$ cat src/rtl/lsu_sd_pkg.sv
package lsu_sd_pkg;
  typedef enum logic [1:0] {
    SZ_BYTE = 2'b00,
    SZ_HALF = 2'b01,
    SZ_WORD = 2'b10,
    SZ_WALT = 2'b11
  } acc_size_e;

  typedef enum logic [1:0] {
    ST_IDLE  = 2'd0,
    ST_ISSUE = 2'd1,
    ST_WAIT  = 2'd2
  } lsu_state_e;
endpackage

$ cat src/rtl/lsu_sd_addr.sv
module lsu_sd_addr
  import lsu_sd_pkg::*;
#(
  parameter int XLEN   = 32,
  parameter int DISP_W = 7
) (
  input  logic [1:0]        size,
  input  logic [DISP_W-1:0] disp,
  input  logic [XLEN-1:0]   base,
  input  logic [XLEN-1:0]   wdata,
  output logic [XLEN-1:0]   addr,
  output logic [XLEN/8-1:0] be,
  output logic [XLEN-1:0]   lane_wdata
);
  localparam int LANES = XLEN / 8;
  localparam int LW    = $clog2(LANES);

  function automatic logic [XLEN-1:0] scaled_offset(input logic [1:0] sz,
                                                     input logic [DISP_W-1:0] d);
    logic [XLEN-1:0] z;
    z = XLEN'(d);
    case (acc_size_e'(sz))
      SZ_BYTE: return z;
      SZ_HALF: return z << 1;
      default: return (z & ~XLEN'(1)) << 1;
    endcase
  endfunction

  function automatic logic [LANES-1:0] size_mask(input logic [1:0] sz);
    case (acc_size_e'(sz))
      SZ_BYTE: return LANES'(4'b0001);
      SZ_HALF: return LANES'(4'b0011);
      default: return LANES'(4'b1111);
    endcase
  endfunction

  logic [LW-1:0] lane;

  always_comb begin
    addr       = base + scaled_offset(size, disp);
    lane       = addr[LW-1:0];
    be         = size_mask(size) << lane;
    lane_wdata = wdata << {lane, 3'b000};
  end
endmodule

$ cat src/rtl/lsu_sd_load_fmt.sv
module lsu_sd_load_fmt
  import lsu_sd_pkg::*;
#(
  parameter int XLEN = 32
) (
  input  logic [1:0]               size,
  input  logic [$clog2(XLEN/8)-1:0] lane,
  input  logic [XLEN-1:0]          rdata,
  output logic [XLEN-1:0]          value
);
  function automatic logic [XLEN-1:0] extend(input logic [1:0] sz,
                                             input logic [XLEN-1:0] s);
    case (acc_size_e'(sz))
      SZ_BYTE: return {{(XLEN-8){s[7]}}, s[7:0]};
      SZ_HALF: return {{(XLEN-16){s[15]}}, s[15:0]};
      default: return s;
    endcase
  endfunction

  logic [XLEN-1:0] shifted;

  always_comb begin
    shifted = rdata >> {lane, 3'b000};
    value   = extend(size, shifted);
  end
endmodule

$ cat src/rtl/lsu_sd_ctrl.sv
module lsu_sd_ctrl
  import lsu_sd_pkg::*;
(
  input  logic       clk,
  input  logic       rst_n,
  input  logic       req_valid,
  input  logic       mem_req_ready,
  input  logic       mem_rsp_valid,
  output logic       accept,
  output logic       issuing,
  output logic       rsp_take,
  output logic       busy
);
  lsu_state_e st, st_nx;

  always_comb begin
    accept   = (st == ST_IDLE) && req_valid;
    issuing  = (st == ST_ISSUE);
    rsp_take = (st == ST_WAIT) && mem_rsp_valid;
    busy     = (st != ST_IDLE);
    st_nx    = st;
    case (st)
      ST_IDLE:  if (req_valid)     st_nx = ST_ISSUE;
      ST_ISSUE: if (mem_req_ready) st_nx = ST_WAIT;
      ST_WAIT:  if (mem_rsp_valid) st_nx = ST_IDLE;
      default:                     st_nx = ST_IDLE;
    endcase
  end

  always_ff @(posedge clk or negedge rst_n) begin
    if (!rst_n) st <= ST_IDLE;
    else        st <= st_nx;
  end
endmodule

$ cat src/rtl/lsu_short_disp.sv
module lsu_short_disp
  import lsu_sd_pkg::*;
#(
  parameter int XLEN   = 32,
  parameter int DISP_W = 7,
  parameter int RIDX_W = 5
) (
  input  logic              clk,
  input  logic              rst_n,
  input  logic              req_valid,
  output logic              req_ready,
  input  logic              req_store,
  input  logic [1:0]        req_size,
  input  logic [DISP_W-1:0] req_disp,
  input  logic [XLEN-1:0]   base_r30,
  input  logic [XLEN-1:0]   req_wdata,
  input  logic [RIDX_W-1:0] req_rd,
  output logic              busy,
  output logic              mem_req_valid,
  input  logic              mem_req_ready,
  output logic              mem_we,
  output logic [XLEN-1:0]   mem_addr,
  output logic [XLEN/8-1:0] mem_be,
  output logic [XLEN-1:0]   mem_wdata,
  input  logic              mem_rsp_valid,
  input  logic [XLEN-1:0]   mem_rdata,
  output logic              wb_en,
  output logic [RIDX_W-1:0] wb_idx,
  output logic [XLEN-1:0]   wb_data
);
  localparam int LANES = XLEN / 8;
  localparam int LW    = $clog2(LANES);

  logic              accept, issuing, rsp_take;
  logic [XLEN-1:0]   ea, lane_wd, ld_value;
  logic [LANES-1:0]  be_c;
  logic [1:0]        size_q;
  logic              store_q;
  logic [RIDX_W-1:0] rd_q;

  lsu_sd_ctrl u_ctrl (
    .clk, .rst_n, .req_valid, .mem_req_ready, .mem_rsp_valid,
    .accept, .issuing, .rsp_take, .busy
  );

  lsu_sd_addr #(.XLEN(XLEN), .DISP_W(DISP_W)) u_addr (
    .size(req_size), .disp(req_disp), .base(base_r30), .wdata(req_wdata),
    .addr(ea), .be(be_c), .lane_wdata(lane_wd)
  );

  lsu_sd_load_fmt #(.XLEN(XLEN)) u_fmt (
    .size(size_q), .lane(mem_addr[LW-1:0]), .rdata(mem_rdata), .value(ld_value)
  );

  always_ff @(posedge clk or negedge rst_n) begin
    if (!rst_n) begin
      mem_addr  <= '0;
      mem_be    <= '0;
      mem_wdata <= '0;
      store_q   <= 1'b0;
      size_q    <= 2'b00;
      rd_q      <= '0;
    end else if (accept) begin
      mem_addr  <= ea;
      mem_be    <= be_c;
      mem_wdata <= lane_wd;
      store_q   <= req_store;
      size_q    <= req_size;
      rd_q      <= req_rd;
    end
  end

  always_ff @(posedge clk or negedge rst_n) begin
    if (!rst_n) begin
      wb_en   <= 1'b0;
      wb_idx  <= '0;
      wb_data <= '0;
    end else begin
      wb_en <= rsp_take && !store_q;
      if (rsp_take && !store_q) begin
        wb_idx  <= rd_q;
        wb_data <= ld_value;
      end
    end
  end

  assign mem_req_valid = issuing;
  assign mem_we        = store_q;
  assign req_ready     = !busy;
endmodule

$ cat config.mk
export PLATFORM = sky130hd
export DESIGN_NAME = lsu_short_disp
export DESIGN_NICKNAME = d
export VERILOG_FILES = /design/src/rtl/lsu_sd_pkg.sv /design/src/rtl/lsu_sd_addr.sv /design/src/rtl/lsu_sd_load_fmt.sv /design/src/rtl/lsu_sd_ctrl.sv /design/src/rtl/lsu_short_disp.sv
export SDC_FILE = /design/constraint.sdc
export NUM_CORES = 1
export LEC_CHECK = 0
export ABC_AREA = 1
export BUFFER_PORTS_ARGS = -buffer_cell sky130_fd_sc_hd__buf_4
export CAP_MARGIN = 10
export CELL_PAD_IN_SITES_DETAIL_PLACEMENT = 0
export CELL_PAD_IN_SITES_GLOBAL_PLACEMENT = 1
export CORE_MARGIN = 2
export CORE_UTILIZATION = 36
export CTS_BUF_LIST = sky130_fd_sc_hd__clkbuf_4 sky130_fd_sc_hd__clkbuf_8
export CTS_CLUSTER_DIAMETER = 50
export CTS_CLUSTER_SIZE = 25
export DETAILED_ROUTE_END_ITERATION = 8
export PLACE_DENSITY_LB_ADDON = 0.1
export SLEW_MARGIN = 25
export SYNTH_ARGS = -nofsm -noshare
export SYNTH_HDL_FRONTEND = slang
export SYNTH_SLANG_ARGS = --single-unit
export TNS_END_PERCENT = 5
$ cat constraint.sdc
create_clock -name clk -period 2.1 [get_ports clk]
set_input_delay 0.21 -clock clk [delete_from_list [all_inputs] [get_ports clk]]
set_output_delay 0.21 -clock clk [all_outputs]
set_load 0.05 [all_outputs]
After elaboration in Yosys (flattened, before gate mapping)
Cells that the tools add are included.
- input port bits: 116
- logic and storage cells: 38
- output and inout bits: 110
- register bits: 116
- reduce and logical (&&, ||, !) cells: 10
- muxes and demuxes: 7
- shifts and indexed selects: 3
- $add $sub $neg: 1
- equal/unequal tests: 7
- operator list (kind ; number):
    32-bit case mux with 2 select lines ; 1
    32-bit adder ; 1
    32-bit by 5-bit left shift with 32-bit output ; 1
    32-bit by 5-bit right shift with 32-bit output ; 1
    8-bit case mux with 2 select lines ; 1
    4-bit case mux with 2 select lines ; 1
    2-bit by 1-bit equality test with 1-bit output, second input constant ; 3
    2-bit logical NOT ; 3
    2-bit two-way mux ; 3
    2-bit case mux with 3 select lines ; 1
    2-bit inequality test, second input constant ; 2
    4-bit by 2-bit left shift with 4-bit output ; 1
    1-bit logical AND ; 3
    3-bit AND reduction ; 1
    2-bit equality test, second input constant ; 1
    1-bit logical NOT ; 2
    2-bit by 1-bit inequality test with 1-bit output, second input constant ; 1
    2-bit nonzero test ; 1

Logic depth before layout (Yosys ltp)
Gate-level depths: netlist of run 1.
- depth after elaboration: 4
- depth in mapped cells: 16
- depth with buffers taken out: 16

Cells and area by module
From an unflattened synthesis of run 1, not the netlist that was laid out.
- cells, all modules: 1062
- area, all modules: 7484.7 um^2
- modules (own cells, without submodules) (module ; seq. area each (um^2) ; cells each ; area an instance (um^2) ; instances):
    lsu_short_disp ; 2852.7 ; 485 ; 4525.6 ; 1
    lsu_sd_addr ; 0.0 ; 402 ; 1924.3 ; 1
    lsu_sd_load_fmt ; 0.0 ; 158 ; 910.9 ; 1
    lsu_sd_ctrl ; 50.0 ; 17 ; 123.9 ; 1

Worst setup path before layout of run 1
No wires, ideal clock.
- path kind: input to register
- from: in req_size[1]
- to: reg mem_wdata[21]
- library setup time: 104 ps
- path buffers: 1
- required time: 1996 ps
- arrival time: 2151 ps
- path slack: -155 ps
- stages: 11
- cells stage by stage: nor2_1 inv_1 nor2_1 ha_1 inv_1 fa_1 inv_1 nor2_2 inv_1 clkbuf_1 o311ai_1
- longest elaborated chain between the ends: 4
- elaborated cells on any way between the ends: 5
- those cells by class: add/sub: 1; eq/ne: 1; shift: 1; mux: 1; reduce/logical: 1
- ends and longest elaborated chain (item ; line ; RTL):
    from (decl) ; lsu_short_disp.sv:13 ; input logic [1:0] req_size,
    2-bit by 1-bit equality test with 1-bit output or 2-bit logical NOT (tied branches) ; lsu_sd_addr.sv:22 ; case (acc_size_e'(sz))
    8-bit case mux with 2 select lines * ; lsu_sd_addr.sv:22 ;
    32-bit adder * ; lsu_sd_addr.sv:40 ; addr = base + scaled_offset(size, disp);
    32-bit by 5-bit left shift with 32-bit output * ; lsu_sd_addr.sv:43 ; lane_wdata = wdata << {lane, 3'b000};
    to (signal assigned) ; lsu_short_disp.sv:66 ; mem_wdata <= lane_wd;
    to (decl) ; lsu_short_disp.sv:24 ; output logic [XLEN-1:0] mem_wdata,
Every way passes the cells marked *; elsewhere a longest branch is shown, timed or not.
A chain may end at the register's enable or synchronous reset.

Worst setup path in the final report of run 1
- from: reg u_ctrl.st[0]
- to: reg rd_q[0]
- longest elaborated chain between the ends: 2
- ends and longest elaborated chain (item ; line ; RTL):
    from (decl) ; lsu_sd_ctrl.sv:14 ; lsu_state_e st, st_nx;
    from (signal assigned) ; lsu_sd_ctrl.sv:32 ; else st <= st_nx;
    2-bit logical NOT ; lsu_sd_ctrl.sv:17 ; accept = (st == ST_IDLE) && req_valid;
    1-bit logical AND ; lsu_sd_ctrl.sv:17 ;
    to (signal assigned) ; lsu_short_disp.sv:69 ; rd_q <= req_rd;
    to (decl) ; lsu_short_disp.sv:39 ; logic [RIDX_W-1:0] rd_q;
Every way passes these cells.

==> results of run 1 <==
## cell type report
class / instances / area (sq um)
inverters: 102 / 385.4
well taps: 229 / 286.5
flip-flops and latches: 116 / 2903
clock buffers: 17 / 234.0
fillers: 1839 / 8610
repair buffers: 270 / 2142
clock inverters: 15 / 217.7
multi-input cells: 648 / 3063
## cells by family after synthesis
kind of cell / synth area share
AND/OR/NAND/NOR: 0.3173
buffers and inverters: 0.08461
AO/OA/AOI/OAI: 0.1133
flip-flops: 0.4462
adder cells (fa/ha/maj): 0.01846
XOR/XNOR: 0.009423
multiplexers: 0.01077
## layer usage
metal	track usage	vias to the layer above	wire length, microns
met5	0	-	0
met4	0.04995	0	167
met3	0.04676	13	988
met2	0.3684	182	10150
met1	0.2896	3025	9381
li1	-	3392	-
## worst register-to-register path: stages (launching register included)
cell and delay [ps]:
dfrtp_1 370, nor2_2 80, nand2_2 90, clkinv_1 570, buf_4 430, nand2_1 70
o21ai_0 70
## through the flow
step | instance area [sq um] | cells | hold slack [ps] | power (mW) | utilization
5_1_grt | 9231 | 1397 | 69.28 | 15.65 | 0.5174
3_3_place_gp | 8620 | 1349 | 257.1 | 12.44 | 0.4831
6_report | 9231 | 1397 | 69.27 | 14.78 | 0.5174
2_1_floorplan | 6514 | 901 | -85.59 | 9.656 | -
4_1_cts | 9231 | 1397 | 35.16 | 14.94 | 0.5174
3_5_place_dp | 8620 | 1349 | 255.0 | 12.48 | 0.4831
## how the worst max path moves through the flow
stage          slack (ps)                   endpoint                      from
6_report              310        rd_q[0]$_DFFE_PN0P_  u_ctrl.st[0]$_DFFE_PN0P_
5_1_grt                90   mem_addr[16]$_DFFE_PN0P_               req_size[1]
4_1_cts               270        rd_q[4]$_DFFE_PN0P_  u_ctrl.st[0]$_DFFE_PN0P_
3_5_place_dp         -160   mem_addr[23]$_DFFE_PN0P_               req_size[0]
3_3_place_gp         -140   mem_addr[23]$_DFFE_PN0P_               req_size[0]
2_1_floorplan          50  mem_wdata[21]$_DFFE_PN0P_               req_size[1]
## cell usage in the layout (no fill, tap or decap), types with 2 or more instances in the layout
cell           count
a21oi_1           22
a22oi_1            2
a31oi_1            2
buf_12             6
buf_4            248
bufinv_16          4
clkbuf_8          17
clkinv_4           3
dfrtp_1          116
dlygate4sd3_1     16
ha_1               8
inv_1             98
inv_2              2
inv_6              6
mux2i_1            7
nand2_1          317
nand2_2            3
nand2_4            2
nand3_1           77
nand3b_1           3
nand4_1            5
nor2_1            80
nor2_2             2
nor2_4             2
nor3_1            10
o21ai_0           57
o21bai_1          17
o221ai_1           8
o311ai_0           5
o311ai_1           3
or2_2              2
xnor2_1            6
## sequential cells by signal (all words and copies together), names as in the netlist
register   count
mem_addr      32
mem_wdata     32
wb_data       32
rd_q           5
wb_idx         5
mem_be         4
size_q         2
u_ctrl.st      2
mem_we         1
wb_en          1
## power breakdown
group	switching (mW)	leakage [nW]	internal, mW
Clock	1.06	0.225	1.33
Sequential	0.650	1.43	3.28
Combinational	5.93	3.25	2.53
## what timing repair did
action,4_1_cts,5_1_grt
setup endpoints to repair,0,0
hold buffers,16,0
hold endpoints to repair,53,0
==> results.py, run 1 <==
metrics = {
    "status": {
        "run_status": "complete, no violations",
    },
    "synthesis": {
        "synthArstFlopShare": 1.000,
        "synth_top_area_frac": 0.4462,
        "synthTopCellsByCount": "nand2_1, dfrtp_1, inv_1, nor2_1, nand3_1",
        "synth_fp_nets": 1026,
        "synth_top_cells_by_area": "dfrtp_1, nand2_1, nand3_1",
        "synthFlopType": "dfrtp_1",
        "synth_seq_area_share": 0.4462,
        "synth.most_common_cell": "nand2_1",
        "synth_edf_count": 0,
        "synthCells": 901,
        "yosys.area.top_type": "dfrtp_1",
        "synth_area_sq_um": 6506,
        "synth.avg_cell_area_sq_um": 7.221,
        "ys_seq_elements": 116,
        "yosysWarnings": 0,
        "synth.distinct_cells": 39,
    },
    "clocking": {
        "cts-root-buf": "clkbuf_8",
        "numCtsBuffers": 17,
        "cts.clk_slew.worst_paths_ps": 80,
        "clock_sinks": 116,
        "cts_resized": 0,
        "clock_latency_ps": 440,
        "cts_buffer_depth": 2,
        "htreeDepth": 4,
        "post-cts-setup-buffer-count": 0,
        "cts_tree": "built",
    },
    "placed_design": {
        "numPortBuffers": 225,
        "place_hpwl_mm": 15.65,
        "routabilityCongestion": 0.8170,
        "dpl_worst_slack_ps": -156.8,
    },
    "worst_hold_path": {
        "min_path_cells": 5,
        "worstHoldStart": "base_r30[28]",
        "hold_end": "mem_addr[28]$_DFFE_PN0P_",
        "min_path_type": "primary input to flop",
    },
    "die": {
        "initial_core_util": 0.3647,
        "fp.dieH_microns": 138.4,
        "die_w_microns": 138.4,
        "io_pins": 226,
        "die_area_sq_um": 19160,
        "rows": 49,
        "core_sq_um": 17840,
    },
    "routing": {
        "via_per_inst": 4.733,
        "drtIter0Drc": 297,
        "drt_first_pass_iters": 4,
        "num_vias": 6612,
        "drc": 0,
        "final_antenna_net_count": 0,
        "totalWireLength_mm": 20.68,
        "wire_per_inst_microns": 14.81,
    },
    "timing": {
        "period_minus_slack_ps": 1789,
        "drv_slew": 0,
        "fmax_mhz": 558.9,
        "relSlewSlack": 0.5160,
        "setup_tns_ps": 0,
        "rsz0062_at_grt": "no",
        "fin_skew_ps": 18.53,
        "final-setup-viol-count": 0,
        "worst_slew_pin_slew_ps": 721.6,
        "hold_violations": 0,
        "layout_setup_ws_ps": 310.8,
        "fin_crit_sh": 0.8520,
    },
    "critical_path": {
        "crit_family": "buffers and inverters",
        "r2r-start": "u_ctrl.st[0]$_DFFE_PN0P_",
        "crit_slowest_cell": "clkinv_1",
        "rr_worst_depth": 6,
        "worstSetupPathDepth": 6,
        "reg2reg_slack_ps": 310,
        "reg2reg_to": "rd_q[0]$_DFFE_PN0P_",
        "critical_path_class": "flop to flop",
        "path_cells": "nor2_2, nand2_2, clkinv_1, buf_4, nand2_1, o21ai_0",
        "worstPathArrival_ps": 2110,
        "critPathMaxStageDelay_ps": 570,
        "critPathCaptureType": "flop",
        "crit_required_ps": 2420,
        "startpoint_type": "flop",
        "critical_path.max_fanout": 24,
        "worst-path-buf-inv": 2,
    },
    "power": {
        "p_per_area_nw_per_um2": 1601,
        "leakagePower_nw": 4.911,
        "peakVddDrop_mv": 1.120,
    },
    "cells_and_area": {
        "syn_to_final_growth_pct": 41.88,
        "num_antenna_cells": 0,
        "num-nets-final": 1280,
        "drive_gt1_frac": 0.2586,
    },
    "global_route": {
        "grt_overflow": 0,
        "grt_pass1_vias": 6518,
        "grt_pass1_wl_mm": 33.61,
        "antenna_found_initial": 0,
        "grt_max_degree": 83,
        "grt.total_usage": 0.2185,
    },
    "job": {
        "cap_violations": 0,
    },
}
Power figures use the tool's default switching activity.
==> run 2: changes to the inputs <==
Settings changed: CELL_PAD_IN_SITES_DETAIL_PLACEMENT 0 to 1, CELL_PAD_IN_SITES_GLOBAL_PLACEMENT 1 to 2, CORE_UTILIZATION 36 to 28, REMOVE_ABC_BUFFERS from default to 1.
==> results.py, run 2 (synthesis results as in run 1) <==
metrics = {
    "cells_and_area": {
        "layout_common_cells": "nand2_1, buf_4, dfrtp_1",
        "n_fill_cell": 2879,
        "num-nets-final": 1296,
        "top_regs": "mem_addr: 32 flops, mem_wdata: 32 flops, wb_data: 32 flops",
        "syn_to_final_growth_pct": 44.54,
        "num_antenna_cells": 0,
        "seqCellArea_sq_um": 2903,
        "final_common_cell": "nand2_1",
        "multi_input_area_sq_um": 3078,
        "fin_util": 0.4141,
        "drive_gt1_frac": 0.2711,
    },
    "clocking": {
        "cts_buffer_depth": 2,
        "cts_tree": "built",
        "numCtsBuffers": 17,
        "htreeDepth": 4,
        "clock_latency_ps": 440,
        "clock_sinks": 116,
        "cts-root-buf": "clkbuf_8",
        "cts.clk_slew.worst_paths_ps": 70,
    },
    "placed_design": {
        "dpl_worst_slack_ps": -290.2,
        "numPortBuffers": 225,
        "place_hpwl_mm": 18.11,
        "routabilityCongestion": 0.8062,
    },
    "critical_path": {
        "critPathMaxStageDelay_ps": 470,
        "startpoint_type": "flop",
        "crit_required_ps": 1890,
        "critical_path.max_fanout": 13,
        "crit_slowest_cell": "dfrtp_1",
        "critPathCaptureType": "primary output",
        "cp_common_cell": "buf_4",
        "worstPathArrival_ps": 1600,
        "critical_path_class": "flop to primary output",
        "path_cells": "buf_4, buf_4, buf_4",
    },
    "routing": {
        "via_per_inst": 4.647,
        "drt_first_pass_iters": 4,
        "drc": 0,
        "wire_per_inst_microns": 16.20,
        "drtIter0Drc": 260,
        "final_antenna_net_count": 0,
        "num_vias": 6827,
        "totalWireLength_mm": 23.79,
    },
    "power": {
        "leakagePower_nw": 4.976,
        "peakVddDrop_mv": 0.5408,
        "p_per_area_nw_per_um2": 1595,
    },
    "worst_hold_path": {
        "min_path_type": "primary input to flop",
    },
    "timing": {
        "fmax_mhz": 553.0,
        "layout_setup_ws_ps": 291.7,
        "final-setup-viol-count": 0,
        "worst_slew_pin_slew_ps": 560.1,
        "fin_crit_sh": 0.8611,
        "fin_skew_ps": 14.26,
        "rsz0062_at_grt": "no",
        "relSlewSlack": 0.6266,
        "period_minus_slack_ps": 1808,
        "drv_slew": 0,
        "hold_violations": 0,
    },
    "global_route": {
        "grt.total_usage": 0.1994,
        "grt_max_degree": 62,
        "grt_pass1_wl_mm": 38.17,
        "grt_overflow": 0,
        "grt_pass1_vias": 7211,
        "antenna_found_initial": 0,
    },
    "die": {
        "io_pins": 226,
        "fp.dieH_microns": 156.4,
        "rows": 55,
        "core_sq_um": 22710,
        "die_area_sq_um": 24470,
        "initial_core_util": 0.2865,
        "die_w_microns": 156.4,
    },
    "status": {
        "run_status": "complete, no violations",
    },
    "job": {
        "cap_violations": 0,
    },
}
run 2: cell count changes in the layout (fill, tap and decap cells not counted), moves of 2 or more:
cell	previous run	this run
buf_4	248	267
inv_6	6	1
o311ai_0	5	1
clkinvlp_4	1	4
o311ai_1	3	6
buf_12	6	4
clkbuf_8	17	19
clkinv_2	0	2
clkinv_4	3	1
nand2_1	317	315
run 2: per-layer routing:
metal | vias to the layer above | global-route usage | share of wire
met1 | 3250 | 0.2536 | 0.45
met2 | 145 | 0.3518 | 0.50
met5 | - | 0 | 0
met4 | 0 | 0.06073 | 0.015
met3 | 19 | 0.02631 | 0.034
li1 | 3413 | - | -
run 2: worst paths after layout:
path | cells past startpoint | to | start | slack [ps]
min reg2reg | 2 | mem_addr[17]$_DFFE_PN0P_ | mem_addr[17]$_DFFE_PN0P_ | 480
min | 3 | mem_wdata[17]$_DFFE_PN0P_ | req_wdata[1] | 30
max reg2reg | 7 | mem_wdata[23]$_DFFE_PN0P_ | u_ctrl.st[0]$_DFFE_PN0P_ | 380
max | 3 | mem_addr[0] | mem_addr[0]$_DFFE_PN0P_ | 290
max in group asynchronous | 3 | mem_be[2]$_DFFE_PN0P_ | rst_n | 1130
min in group asynchronous | 2 | mem_wdata[22]$_DFFE_PN0P_ | rst_n | 280
run 2: metrics by stage:
stage	hold slack, ps	setup TNS [ps]	power [mW]	std cells	area, sq um
detailed placement	229.8	-8802	12.73	1422	8790
global route	19.35	0	15.96	1469	9404
CTS	7.054	0	15.20	1469	9387
global placement	229.1	-7247	12.61	1422	8790
finish	28.00	0	15.00	1469	9404
floorplan	-85.59	-77460	9.526	866	6341
run 2: what timing repair did:
item,in CTS,in global routing
hold endpoints to repair,47,0
resized for setup,0,8
buffers inserted,0,0
hold buffers,15,0
setup endpoints to repair,0,9
run 2: power by group:
group          internal (mW)  leakage [nW]  switching [mW]
Combinational           2.60          3.33            6.11
Sequential              3.28          1.43           0.642
Clock                   1.37         0.215           0.998
run 2: layout make-up:
| class | instances | share of cell area |
|---|---|---|
| Tap cell | 285 | 0.03792 |
| Timing Repair Buffer | 286 | 0.2376 |
| Multi-Input combinational cell | 648 | 0.3273 |
| Inverter | 102 | 0.04098 |
| Clock inverter | 12 | 0.01889 |
| Sequential cell | 116 | 0.3087 |
| Clock buffer | 20 | 0.02861 |
run 2: worst max-delay path, delay by kind of cell, from the launching register on:
family / cells / cell delay [ps]
flops: 1 / 470
buf+inv: 3 / 690
==> run 3: changes to the inputs <==
Settings changed: SETUP_SLACK_MARGIN from default to 0.4.
==> results.py, run 3 (synthesis results as in run 1) <==
metrics = {
    "power": {
        "switching_power_mw": 7.881,
        "p_per_area_nw_per_um2": 1571,
        "peakVddDrop_mv": 0.5413,
        "p_int_mw": 7.430,
        "switching_share": 0.5148,
        "clkPwrFrac": 0.155,
        "p_comb_frac": 0.587,
        "leakagePower_nw": 5.072,
        "p_seq_frac": 0.258,
    },
    "worst_hold_path": {
        "min_path_type": "primary input to flop",
    },
    "die": {
        "core_sq_um": 22710,
        "initial_core_util": 0.2865,
        "fp.dieH_microns": 156.4,
        "die_area_sq_um": 24470,
        "die_w_microns": 156.4,
        "io_pins": 226,
        "rows": 55,
    },
    "routing": {
        "final_antenna_net_count": 0,
        "drt_first_pass_iters": 4,
        "num_vias": 6949,
        "via_per_inst": 4.702,
        "drtIter0Drc": 253,
        "drc": 0,
        "totalWireLength_mm": 24.18,
        "wire_per_inst_microns": 16.36,
    },
    "clocking": {
        "cts.clk_slew.worst_paths_ps": 80,
        "numCtsBuffers": 17,
        "cts-root-buf": "clkbuf_8",
        "clock_latency_ps": 440,
        "htreeDepth": 4,
        "cts_buffer_depth": 2,
        "cts_tree": "built",
        "clock_sinks": 116,
    },
    "global_route": {
        "grt.total_usage": 0.2000,
        "antenna_found_initial": 0,
        "grt_pass1_wl_mm": 38.33,
        "grt_max_degree": 62,
        "grt_pass1_vias": 7252,
        "grt_overflow": 0,
    },
    "cells_and_area": {
        "drive_gt1_frac": 0.3135,
        "seqCellArea_sq_um": 2905,
        "num-nets-final": 1305,
        "fin_util": 0.4290,
        "top_regs": "mem_addr: 32 flops, mem_wdata: 32 flops, wb_data: 32 flops",
        "syn_to_final_growth_pct": 49.75,
        "layout_common_cells": "nand2_1, buf_4, dfrtp_1",
        "multi_input_area_sq_um": 3306,
        "n_fill_cell": 2863,
        "final_common_cell": "nand2_1",
        "num_antenna_cells": 0,
    },
    "critical_path": {
        "worstPathArrival_ps": 2000,
        "reg2reg_to": "mem_wdata[17]$_DFFE_PN0P_",
        "rr_worst_depth": 8,
        "critPathLaunch": "req_size[0]",
        "critPathMaxStageDelay_ps": 500,
        "critical_path.max_fanout": 8,
        "crit_slowest_cell": "fa_2",
        "reg2reg_slack_ps": 460,
        "critical_path_class": "primary input to flop",
        "crit_path_end": "mem_wdata[17]$_DFFE_PN0P_",
        "r2r-start": "u_ctrl.st[0]$_DFFE_PN0P_",
        "critPathCaptureType": "flop",
        "startpoint_type": "primary input",
        "crit_required_ps": 2440,
        "path_cells": "buf_4, buf_4, inv_1, nor2_1, a22oi_2, fa_2, nor2_1, inv_2, nor2_4, nand2_1, o311ai_4",
    },
    "timing": {
        "fin_crit_sh": 0.7895,
        "setup_tns_ps": 0,
        "drv_slew": 0,
        "fmax_mhz": 603.1,
        "rsz0062_at_grt": "yes",
        "relSlewSlack": 0.6254,
        "worst_slew_pin_slew_ps": 562.0,
        "final-setup-viol-count": 0,
        "fin_skew_ps": 12.96,
        "holdWs_ps": 72.28,
        "hold_violations": 0,
        "period_minus_slack_ps": 1658,
    },
    "status": {
        "run_status": "complete, no violations",
    },
    "job": {
        "cap_violations": 0,
    },
    "placed_design": {
        "numPortBuffers": 225,
        "place_hpwl_mm": 18.11,
        "routabilityCongestion": 0.8062,
    },
}
[run 3: timing repair]
item	4_1_cts	5_1_grt
hold buffers	16	0
cloned	0	1
resized for setup	24	66
endpoints found under the setup margin	57	100
pin swaps	2	21
hold endpoints to repair	48	0
buffers inserted	0	7
[run 3: power groups by stage]
stage / combinational, mW / sequential, mW / clock, mW
after global routing: 9.62 / 4.10 / 2.54
after detailed placement: 8.77 / 3.96 / 0
final: 8.99 / 3.95 / 2.37
after CTS: 8.86 / 3.94 / 2.45
after floorplan: 2.25 / 7.28 / 0
after global placement: 8.67 / 3.94 / 0
[run 3: per-layer routing]
layer | vias to the layer above | GRT usage | wire [microns]
met1 | 3332 | 0.2544 | 10800
met5 | - | 0 | 0
li1 | 3436 | - | -
met3 | 24 | 0.02631 | 849
met2 | 157 | 0.3531 | 12130
met4 | 0 | 0.06073 | 388
[run 3: worst min path at each step]
stage / from / end / slack [ps] / cells past startpoint
6_report: base_r30[31] / mem_addr[31]$_DFFE_PN0P_ / 70 / 5
5_1_grt: base_r30[31] / mem_addr[31]$_DFFE_PN0P_ / 80 / 5
2_1_floorplan: rst_n / mem_addr[0]$_DFFE_PN0P_ / -90 / 0
4_1_cts: base_r30[31] / mem_addr[31]$_DFFE_PN0P_ / 50 / 5
3_3_place_gp: rst_n / mem_wdata[6]$_DFFE_PN0P_ / 230 / 1
3_5_place_dp: rst_n / mem_wdata[22]$_DFFE_PN0P_ / 230 / 1
[run 3: worst max-delay path: cells and delay by family]
| kind | cells | cell delay (ps) |
|---|---|---|
| and+or+nand+nor | 4 | 610 |
| AOI/OAI and AO/OA | 2 | 270 |
| adders and majority gates | 1 | 500 |
| buffers and inverters | 4 | 410 |
[run 3: final cells by class]
type	instances	share of cell area
flip-flops and latches	116	0.2982
inverters	102	0.04007
clock buffers	20	0.02761
multi-input cells	649	0.3393
clock inverters	12	0.01824
well taps	285	0.03660
repair buffers	294	0.2400
[run 3: through the flow]
step           cell area [sq um]  instances  power (mW)  setup slack, ps
6_report                    9743       1478       15.31            442.0
5_1_grt                     9743       1478       16.25            316.9
4_1_cts                     9468       1470       15.26            375.7
3_5_place_dp                8790       1422       12.73           -290.2
3_3_place_gp                8790       1422       12.61           -226.9
2_1_floorplan               6341        866       9.526            -1249
